<file path="src/rtl/audio_regwin.sv">
module audio_regwin #(
  parameter int CNT_W = 16,
  parameter int NCH   = 3
) (
  input  logic        clk,
  input  logic        rst_n,
  input  logic [5:0]  wa,
  input  logic [3:0]  be,
  input  logic [31:0] wdata,
  input  logic        wr,
  input  logic        rd,
  input  logic [2:0]  evt,
  output logic [31:0] rdata,
  output logic        rvalid,
  output logic        irq
);
  localparam logic [15:0] A_CTL = 16'h0000, A_STAT = 16'h0004, A_PAGE = 16'h000C,
                          A_CODEC = 16'h0010, A_SCTL = 16'h0020, A_LEG = 16'h0018;

  function automatic logic [15:0] cnt_addr(int i);
    return 16'h0024 + 16'(i * 4);
  endfunction
  function automatic logic [15:0] fa_addr(int i);
    return (i < 2) ? 16'h0C30 + 16'(i * 8) : 16'h0D30;
  endfunction

  logic [31:0] ctl_q, sctl_q, sctl_n;
  logic [2:0]  pend_q, pend_n, en_old, en_new;
  logic        intr_q;
  logic [7:0]  page_q;
  logic [15:0] codec_q;
  logic [CNT_W-1:0] scnt_q [NCH];
  logic [31:0] fadr_q [NCH];
  logic [31:0] fcnt_q [NCH];

  wire         sz_b = $onehot(be);
  wire         sz_lo = (be == 4'b0011);
  wire         sz_hi = (be == 4'b1100);
  wire         sz_w = (be == 4'b1111);
  wire [31:0]  m = {{8{be[3]}}, {8{be[2]}}, {8{be[1]}}, {8{be[0]}}};
  wire         in_win = (wa[5:2] == 4'h3);
  wire [15:0]  ew = {in_win ? page_q : 8'h00, wa, 2'b00};

  wire ctl_we  = wr && ew == A_CTL && (sz_b || sz_lo || sz_hi || sz_w);
  wire sctl_we = wr && ew == A_SCTL && (sz_b || sz_w);

  assign sctl_n = sctl_we ? ((sctl_q & ~m) | (wdata & m)) : sctl_q;
  assign en_old = {sctl_q[8], sctl_q[9], sctl_q[10]};
  assign en_new = {sctl_n[8], sctl_n[9], sctl_n[10]};
  assign pend_n = (pend_q | (evt & en_new)) & ~(en_old & ~en_new);

  wire [31:0] stat_w = {intr_q, 24'h0, 2'b11, 2'b00, pend_q};

  logic        rd_hit;
  logic [31:0] rd_word;
  always_comb begin
    rd_hit  = 1'b0;
    rd_word = '0;
    if (sz_b) begin
      if (ew == A_CTL)                   begin rd_hit = 1'b1; rd_word = ctl_q; end
      else if (ew == A_STAT)             begin rd_hit = 1'b1; rd_word = stat_w; end
      else if (ew == A_PAGE && be[0])    begin rd_hit = 1'b1; rd_word = {24'h0, page_q}; end
      else if (ew == A_LEG && be[3])     begin rd_hit = 1'b1; rd_word = 32'h0500_0000; end
    end
    if (sz_w) begin
      if (ew == A_CTL)        begin rd_hit = 1'b1; rd_word = ctl_q; end
      else if (ew == A_STAT)  begin rd_hit = 1'b1; rd_word = stat_w; end
      else if (ew == A_PAGE)  begin rd_hit = 1'b1; rd_word = {24'h0, page_q}; end
      else if (ew == A_CODEC) begin rd_hit = 1'b1; rd_word = {16'h0, codec_q}; end
      else if (ew == A_SCTL)  begin rd_hit = 1'b1; rd_word = sctl_q; end
    end
    for (int i = 0; i < NCH; i++) begin
      if (ew == cnt_addr(i) && (sz_w || sz_hi)) begin
        rd_hit = 1'b1; rd_word = 32'(scnt_q[i]);
      end
      if (ew == fa_addr(i) && sz_w) begin
        rd_hit = 1'b1; rd_word = fadr_q[i];
      end
      if (ew == fa_addr(i) + 16'h4 && (sz_w || sz_lo || sz_hi)) begin
        rd_hit = 1'b1; rd_word = fcnt_q[i];
      end
    end
  end

  always_ff @(posedge clk) begin
    if (!rst_n) begin
      ctl_q   <= 32'h1;
      sctl_q  <= '0;
      pend_q  <= '0;
      intr_q  <= 1'b0;
      page_q  <= '0;
      codec_q <= '0;
      rvalid  <= 1'b0;
      rdata   <= '0;
      for (int i = 0; i < NCH; i++) begin
        scnt_q[i] <= '0;
        fadr_q[i] <= '0;
        fcnt_q[i] <= '0;
      end
    end else begin
      if (ctl_we) ctl_q <= (ctl_q & ~m) | (wdata & m);
      sctl_q <= sctl_n;
      pend_q <= pend_n;
      intr_q <= |pend_n;
      if (wr && ew == A_PAGE && sz_w) page_q <= {4'h0, wdata[3:0]};
      if (wr && ew == A_PAGE && sz_b && be[0]) page_q <= wdata[7:0];
      if (wr && ew == A_CODEC && sz_lo) codec_q <= wdata[15:0];
      for (int i = 0; i < NCH; i++) begin
        if (wr && ew == cnt_addr(i) && (sz_w || sz_lo)) scnt_q[i] <= wdata[CNT_W-1:0];
        if (wr && ew == fa_addr(i) && sz_w) fadr_q[i] <= wdata;
        if (wr && ew == fa_addr(i) + 16'h4 && sz_w) fcnt_q[i] <= wdata;
      end
      rvalid <= rd;
      if (rd) rdata <= (rd_hit ? rd_word : 32'hFFFF_FFFF) & m;
    end
  end

  assign irq = intr_q;

  a_r5_irq_or: assert property (@(posedge clk) disable iff (!rst_n) irq == |pend_q);
  a_r7_clear_pb1: assert property (@(posedge clk) disable iff (!rst_n) $fell(sctl_q[8]) |-> !pend_q[2]);
  a_r7_clear_pb2: assert property (@(posedge clk) disable iff (!rst_n) $fell(sctl_q[9]) |-> !pend_q[1]);
  a_r7_clear_cap: assert property (@(posedge clk) disable iff (!rst_n) $fell(sctl_q[10]) |-> !pend_q[0]);
  a_r4_page_word: assert property (@(posedge clk) disable iff (!rst_n)
    (wr && wa == 6'h03 && be == 4'hF) |=> page_q[7:4] == 4'h0);
  a_r3_lane_keep: assert property (@(posedge clk) disable iff (!rst_n)
    (wr && wa == 6'h00 && be == 4'b0001) |=> ctl_q[31:8] == $past(ctl_q[31:8]));
  a_r9_stat_ro: assert property (@(posedge clk) disable iff (!rst_n)
    (wr && wa == 6'h01 && evt == 3'b000) |=> pend_q == $past(pend_q));
  a_r12_rvalid: assert property (@(posedge clk) disable iff (!rst_n) rd |=> rvalid);
endmodule

</file>
<file path="config.mk">
export PLATFORM = sky130hd
export DESIGN_NAME = audio_regwin
export DESIGN_NICKNAME = d
export VERILOG_FILES = /design/src/rtl/audio_regwin.sv
export SDC_FILE = /design/constraint.sdc
export NUM_CORES = 1
export LEC_CHECK = 0
export BUFFER_PORTS_ARGS = -buffer_cell sky130_fd_sc_hd__buf_2
export CORE_MARGIN = 2
export CORE_UTILIZATION = 45
export CTS_CLUSTER_SIZE = 8
export DETAILED_ROUTE_END_ITERATION = 7
export PLACE_DENSITY = 0.63
export REMOVE_ABC_BUFFERS = 1
export SYNTH_ARGS = -nofsm -noshare
export SYNTH_HDL_FRONTEND = slang
export SYNTH_SLANG_ARGS = --single-unit
</file>
<file path="constraint.sdc">
create_clock -name clk -period 7.3 [get_ports clk]
set_input_delay 1.095 -clock clk [delete_from_list [all_inputs] [get_ports clk]]
set_output_delay 1.095 -clock clk [all_outputs]
set_load 0.03 [all_outputs]
</file>
==> metrics.txt, run 1 <==
ANT nets after route 0; Total Routing Usage GR 27.2%; CORE AREA 34,600 um^2; share of cells above drive strength 1 13.9%; syn_area_per_cell 11.7 um^2; drt drc 0; Crit path arrival time 5060 ps; drt total wl 49,500 um; Critical Path, Cell by Cell buf_2 > inv_1 > fa_1 > inv_1 > ha_1 > ha_1 > or3b_2 > a211oi_2 > buf_4 > a221oi_1 > o21ai_0 > or3b_2 > o21ai_1; IO buf count 82; Seq/Total Area, Yosys 61.4%; Fin Clk Skew 17.5 ps; setup violators final 0; yosys warns 0; Starting Density 45.7%; RSZ-0062 raised after global routing no; postcts setup bufs 0; Layout area overhead 14.5%; I/O pins 83; GP Congestion 0.921; data required time at the worst endpoint 7810 ps; clk root buf clkbuf_16; status finished clean; Hold Path Class flop to flop; CP endpoint kind flop; Clk pin slew, worst setup/hold paths 50 ps; CTS Sinks 365; startpoint types primary input; Top FF cell, synth edfxtp_1; area of the mapped netlist 15,800 um^2; Async SR Flop Fraction 0%; Post-CTS Resized 0; H-tree Lvls 2; vias in the first global route 11.6k; period utilisation layout 62.4%; Cells after Synth 1,350; Via density 6.24; total clock buffers created by CTS 51; setup TNS 0 ps; global route overflow 0; via count 11.9k; Routed WL per cell 26.0 um; die width 192 um; Ant. Diodes 0; maxcap violations 0; Hold WS 459 ps; TritonCTS clock tree yes; drt pass-1 iters 6; worst vdd rail ir drop 0.206 mV; Yosys cell types 75; Clock Latency Late Sink 570 ps; row cnt 68; EDFF count, synth 240; Nets 1,466; Power, Total 4.69 mW; Tightest Pin Transition 1110 ps; detailed placement HPWL 30,800 um; CP max-delay cell a211oi_2; Pins Over Slew Limit 0; pwr/cell area 259 nW/um^2; first-pass GRT wire length 73,800 um; CP peak stage delay 590 ps; Pleak 6.40 nW; Worst Setup Path Type primary input to flop; die height 192 um; Final Hold Fails 0; Post-CTS Hold Buffers 0; CP Max Fanout 17; Longest Clk Path Bufs 3; Yosys reg bits 365; initial antenna violation count 0; largest net degree at the start of global routing 89; die area 36,700 um^2; fin crit period 4560 ps; fmax 219 MHz; Max-slew headroom 25.9%; DR iter-0 viols 1,436
critical path: cells and delay by family:
kind | cells | cell delay [ps]
and+or+nand+nor | 2 | 1010
AOI/OAI and AO/OA | 4 | 980
buffers and inverters | 4 | 920
adders and majority gates | 3 | 1040
cell type report:
cell class	count	area, um^2
repair buffers	108	608
clock inverters	4	60.1
fillers	2995	16500
inverters	9	33.8
multi-input cells	877	5730
flip-flops and latches	365	9710
clock buffers	88	1420
well taps	455	569
Yosys cell counts (9+ instances only):
cell type	instances	area, um^2
edfxtp_1	240	7210
nand2_1	146	548
dfxtp_1	125	2500
and2_1	95	594
a21boi_0	73	548
clkbuf_1	60	225
nand3_1	54	270
nor2b_1	42	263
o21ai_0	40	200
a21oi_1	39	195
nor2_1	39	146
a221oi_1	38	333
a22oi_1	37	278
buf_2	23	115
mux2i_1	23	230
a22o_1	22	193
o22ai_1	20	125
nand4_1	19	119
nand2b_1	15	93.8
o221ai_1	14	123
nor3_1	13	65.1
a222oi_1	12	120
buf_1	9	33.8
inv_1	9	33.8
logic make-up after synthesis:
group | after synthesis | share of synthesized area (%)
AND/OR/NAND/NOR | 473 | 16.0
AO/OA/AOI/OAI | 373 | 17.5
flip-flops | 365 | 61.4
buffers and inverters | 108 | 3.03
multiplexers | 25 | 1.60
adder cells (fa/ha/maj) | 5 | 0.443
XOR/XNOR | 1 | 0.0554
metrics by stage:
| step | worst slack [ps] | utilization, % | cells | area [um^2] |
|---|---|---|---|---|
| after global placement | 2290 | 48.1 | 1814 | 16700 |
| after CTS | 2780 | 52.3 | 1906 | 18100 |
| final | 2740 | 52.3 | 1906 | 18100 |
| after floorplan | 1450 | - | 1251 | 15400 |
| after global routing | 2540 | 52.3 | 1906 | 18100 |
| after detailed placement | 2200 | 48.1 | 1814 | 16700 |
power breakdown:
part,switching (mW),internal [mW]
clock network,0.876,1.31
registers,0.0224,2.26
logic,0.170,0.0594
placed cells by master, fill, tap and decap left out, types with 42 or more instances in the layout:
master,n
a21boi_0,73
and2_1,94
buf_2,81
clkbuf_16,51
dfxtp_1,125
edfxtp_1,240
nand2_1,146
nand3_1,54
nor2b_1,42
metal layers:
layer / track usage, % / up-vias / wire length (um)
li1: - / 5289 / -
met1: 37.8 / 5858 / 20700
met2: 42.4 / 636 / 22500
met3: 5.87 / 117 / 4810
met4: 9.11 / 0 / 1500
met5: 0 / - / 0
worst paths after layout:
kind | start | end | slack (ps) | depth (start not counted)
min | flop | flop | 460 | 2
min reg2reg | flop | flop | 460 | 2
max reg2reg | page_q[7] | fadr_q[0][51] | 3770 | 5
max | be[0] | rdata[8] | 2740 | 13
No activity file was read; power rests on OpenSTA's default activity.
==> inputs of run 2 (changes only) <==
Settings changed: PLACE_DENSITY 0.63 to 0.65.
Clock period 7.3 ns to 4.1 ns, I/O delays scaled along.
==> run 2 against run 1 <==
- sequential power increased by 78%
- largest cell class unchanged
- clock skew decreased by 0.95 ps
- combinational power increased by 88%
- first-iteration DRC count decreased by 0.42%
- global-route usage increased by 0.20 points
- flip-flop and latch count unchanged
- final cell count increased by 2.4%
- total power increased by 78%
- hold slack got worse by 120 ps
- die area unchanged
- non-clock buffer count increased by 45
==> metrics.txt, run 2 (same netlist as run 1, synthesis figures left out) <==
status finished clean (unchanged); CTS Sinks 365 (unchanged); Via density 6.25 (was 6.24); ANT nets after route 0 (unchanged); Clk pin slew, worst setup/hold paths 50 ps (about the same); postcts setup bufs 0 (unchanged); Clock Latency Late Sink 560 ps (was 570 ps); maxcap violations 0 (unchanged); Crit path arrival time 3860 ps (was 5060 ps); global route overflow 0 (unchanged); Pleak 6.63 nW (was 6.40 nW); IO buf count 82 (unchanged); Post-CTS Hold Buffers 0 (unchanged); die height 192 um (unchanged); vias in the first global route 12.0k (was 11.6k); DR iter-0 viols 1,430 (was 1,436); CORE AREA 34,600 um^2 (unchanged); Pins Over Slew Limit 0 (unchanged); row cnt 68 (unchanged); GP Congestion 0.919 (was 0.921); Tightest Pin Transition 1010 ps (was 1110 ps); drt total wl 49,800 um (was 49,500 um); total clock buffers created by CTS 51 (unchanged); Longest Clk Path Bufs 3 (unchanged); share of cells above drive strength 1 16.2% (was 13.9%); CP peak stage delay 570 ps (was 590 ps); RSZ-0062 raised after global routing no (unchanged); Crit path max-delay family compound AO/OA/AOI/OAI gates (was adder cells); fin crit period 3350 ps; largest net degree at the start of global routing 54 (was 89); Max-slew headroom 32.3% (was 25.9%); Worst Setup Path Type primary input to flop (unchanged); commonest non-fill, non-tap cells in the layout 240 x edfxtp_1, 146 x nand2_1, 125 x dfxtp_1 (unchanged); Hold Path Class primary input to flop (was flop to flop); reg2reg setup slack 1080 ps (was 3770 ps); fmax 298 MHz; Fin Clk Skew 16.5 ps (was 17.5 ps); Nets 1,511 (was 1,466); launching element of the worst setup path be[0] (unchanged); Hold WS 342 ps (was 459 ps); I/O pins 83 (unchanged); pwr/cell area 451 nW/um^2 (was 259 nW/um^2); r2r startpoint page_q[7] (unchanged); Critical Path, Cell by Cell buf_2 > inv_1 > fa_1 > inv_1 > ha_1 > ha_1 > or3b_2 > a211oi_2 > buf_4 > a221o_1 > o21ai_0 > a31oi_1 > o21a_1 (was buf_2 > inv_1 > fa_1 > inv_1 > ha_1 > ha_1 > or3b_2 > a211oi_2 > buf_4 > a221oi_1 > o21ai_0 > or3b_2 > o21ai_1); data required time at the worst endpoint 4610 ps (was 7810 ps); detailed placement HPWL 31,900 um (was 30,800 um); drt drc 0 (unchanged); commonest non-fill, non-tap cell in the layout edfxtp_1 (unchanged); Worst setup endpoint rdata[11] (was rdata[8]); critical path depth 13 (unchanged); die area 36,700 um^2 (unchanged); Buf+Inv Stages, Crit Path 4 (unchanged); Final Hold Fails 0 (unchanged); CP Max Fanout 15 (was 17); first-pass GRT wire length 74,500 um (was 73,800 um); clk root buf clkbuf_16 (unchanged); final instance area 18,500 um^2 (was 18,100 um^2); setup violators final 0 (unchanged); period utilisation layout 81.7%; RR Endpoint rdata[5] (was fadr_q[0][51]); initial antenna violation count 0 (unchanged); Starting Density 45.7% (unchanged); startpoint types primary input (unchanged); Routed WL per cell 25.5 um (was 26.0 um); drt pass-1 iters 6 (unchanged); Layout area overhead 17.2% (was 14.5%); dpl cell area 17,100 um^2 (was 16,700 um^2); Ant. Diodes 0 (unchanged); worst vdd rail ir drop 0.322 mV (was 0.206 mV); CP max-delay cell or3b_2 (was a211oi_2); Total Routing Usage GR 27.4% (was 27.2%); die width 192 um (unchanged); CP endpoint kind flop (unchanged); via count 12.2k (was 11.9k); Post-CTS Resized 0 (unchanged); TritonCTS clock tree yes (unchanged); H-tree Lvls 2 (unchanged); worst reg-to-reg path cell count 9 (was 5)
==> run 2: cell type report <==
| class | count | area (um^2) |
|---|---|---|
| clock buffer | 90 | 1430 |
| clock inverter | 2 | 32.5 |
| fill | 2976 | 16100 |
| inverter | 9 | 33.8 |
| multi-input combinational | 877 | 5720 |
| sequential | 365 | 9710 |
| tap | 455 | 569 |
| timing repair buffer | 153 | 1050 |
==> run 2: through the flow <==
| step | setup slack [ps] | power, mW | setup TNS, ps | instances | util [%] |
|---|---|---|---|---|---|
| after floorplan | -1270 | 4.31 | -117760 | 1251 | - |
| after global placement | 296 | 4.55 | 0 | 1859 | 49.3 |
| after detailed placement | 244 | 4.56 | 0 | 1859 | 49.3 |
| after CTS | 813 | 8.40 | 0 | 1951 | 53.6 |
| after global routing | 580 | 8.60 | 0 | 1951 | 53.6 |
| final | 748 | 8.36 | 0 | 1951 | 53.6 |
==> run 2: how the worst min path moves through the flow <==
stage / from / to / slack [ps] / cells after the start
3_5_place_dp: flop / flop / 450 / 2
2_1_floorplan: flop / flop / 430 / 2
3_3_place_gp: flop / flop / 450 / 2
4_1_cts: wdata[16] / flop / 330 / 3
6_report: wdata[27] / flop / 340 / 3
5_1_grt: wdata[16] / flop / 340 / 3
==> run 2: worst register-to-register path, stage by stage, from the launching register on <==
cell     delay (ps)
dfxtp_1         380
or4_4           600
nor4_4          280
buf_4           200
nand4_1         410
buf_4           340
o21ai_0         170
or3_1           140
nand4_1         120
a32o_1          280
==> run 2: where the power goes <==
| group | switching, mW | total [mW] | internal, mW |
|---|---|---|---|
| Clock | 1.53 | 3.86 | 2.34 |
| Combinational | 0.309 | 0.433 | 0.124 |
| Sequential | 0.0410 | 4.06 | 4.02 |
| Total | 1.88 | 8.36 | 6.48 |
==> run 2: metal layers <==
| metal | GRT usage [%] | share of wire (%) | vias up |
|---|---|---|---|
| li1 | - | - | 5371 |
| met3 | 5.31 | 9.6 | 122 |
| met2 | 44.1 | 46 | 676 |
| met5 | 0 | 0 | - |
| met1 | 37.1 | 41 | 6015 |
| met4 | 9.62 | 3.5 | 0 |
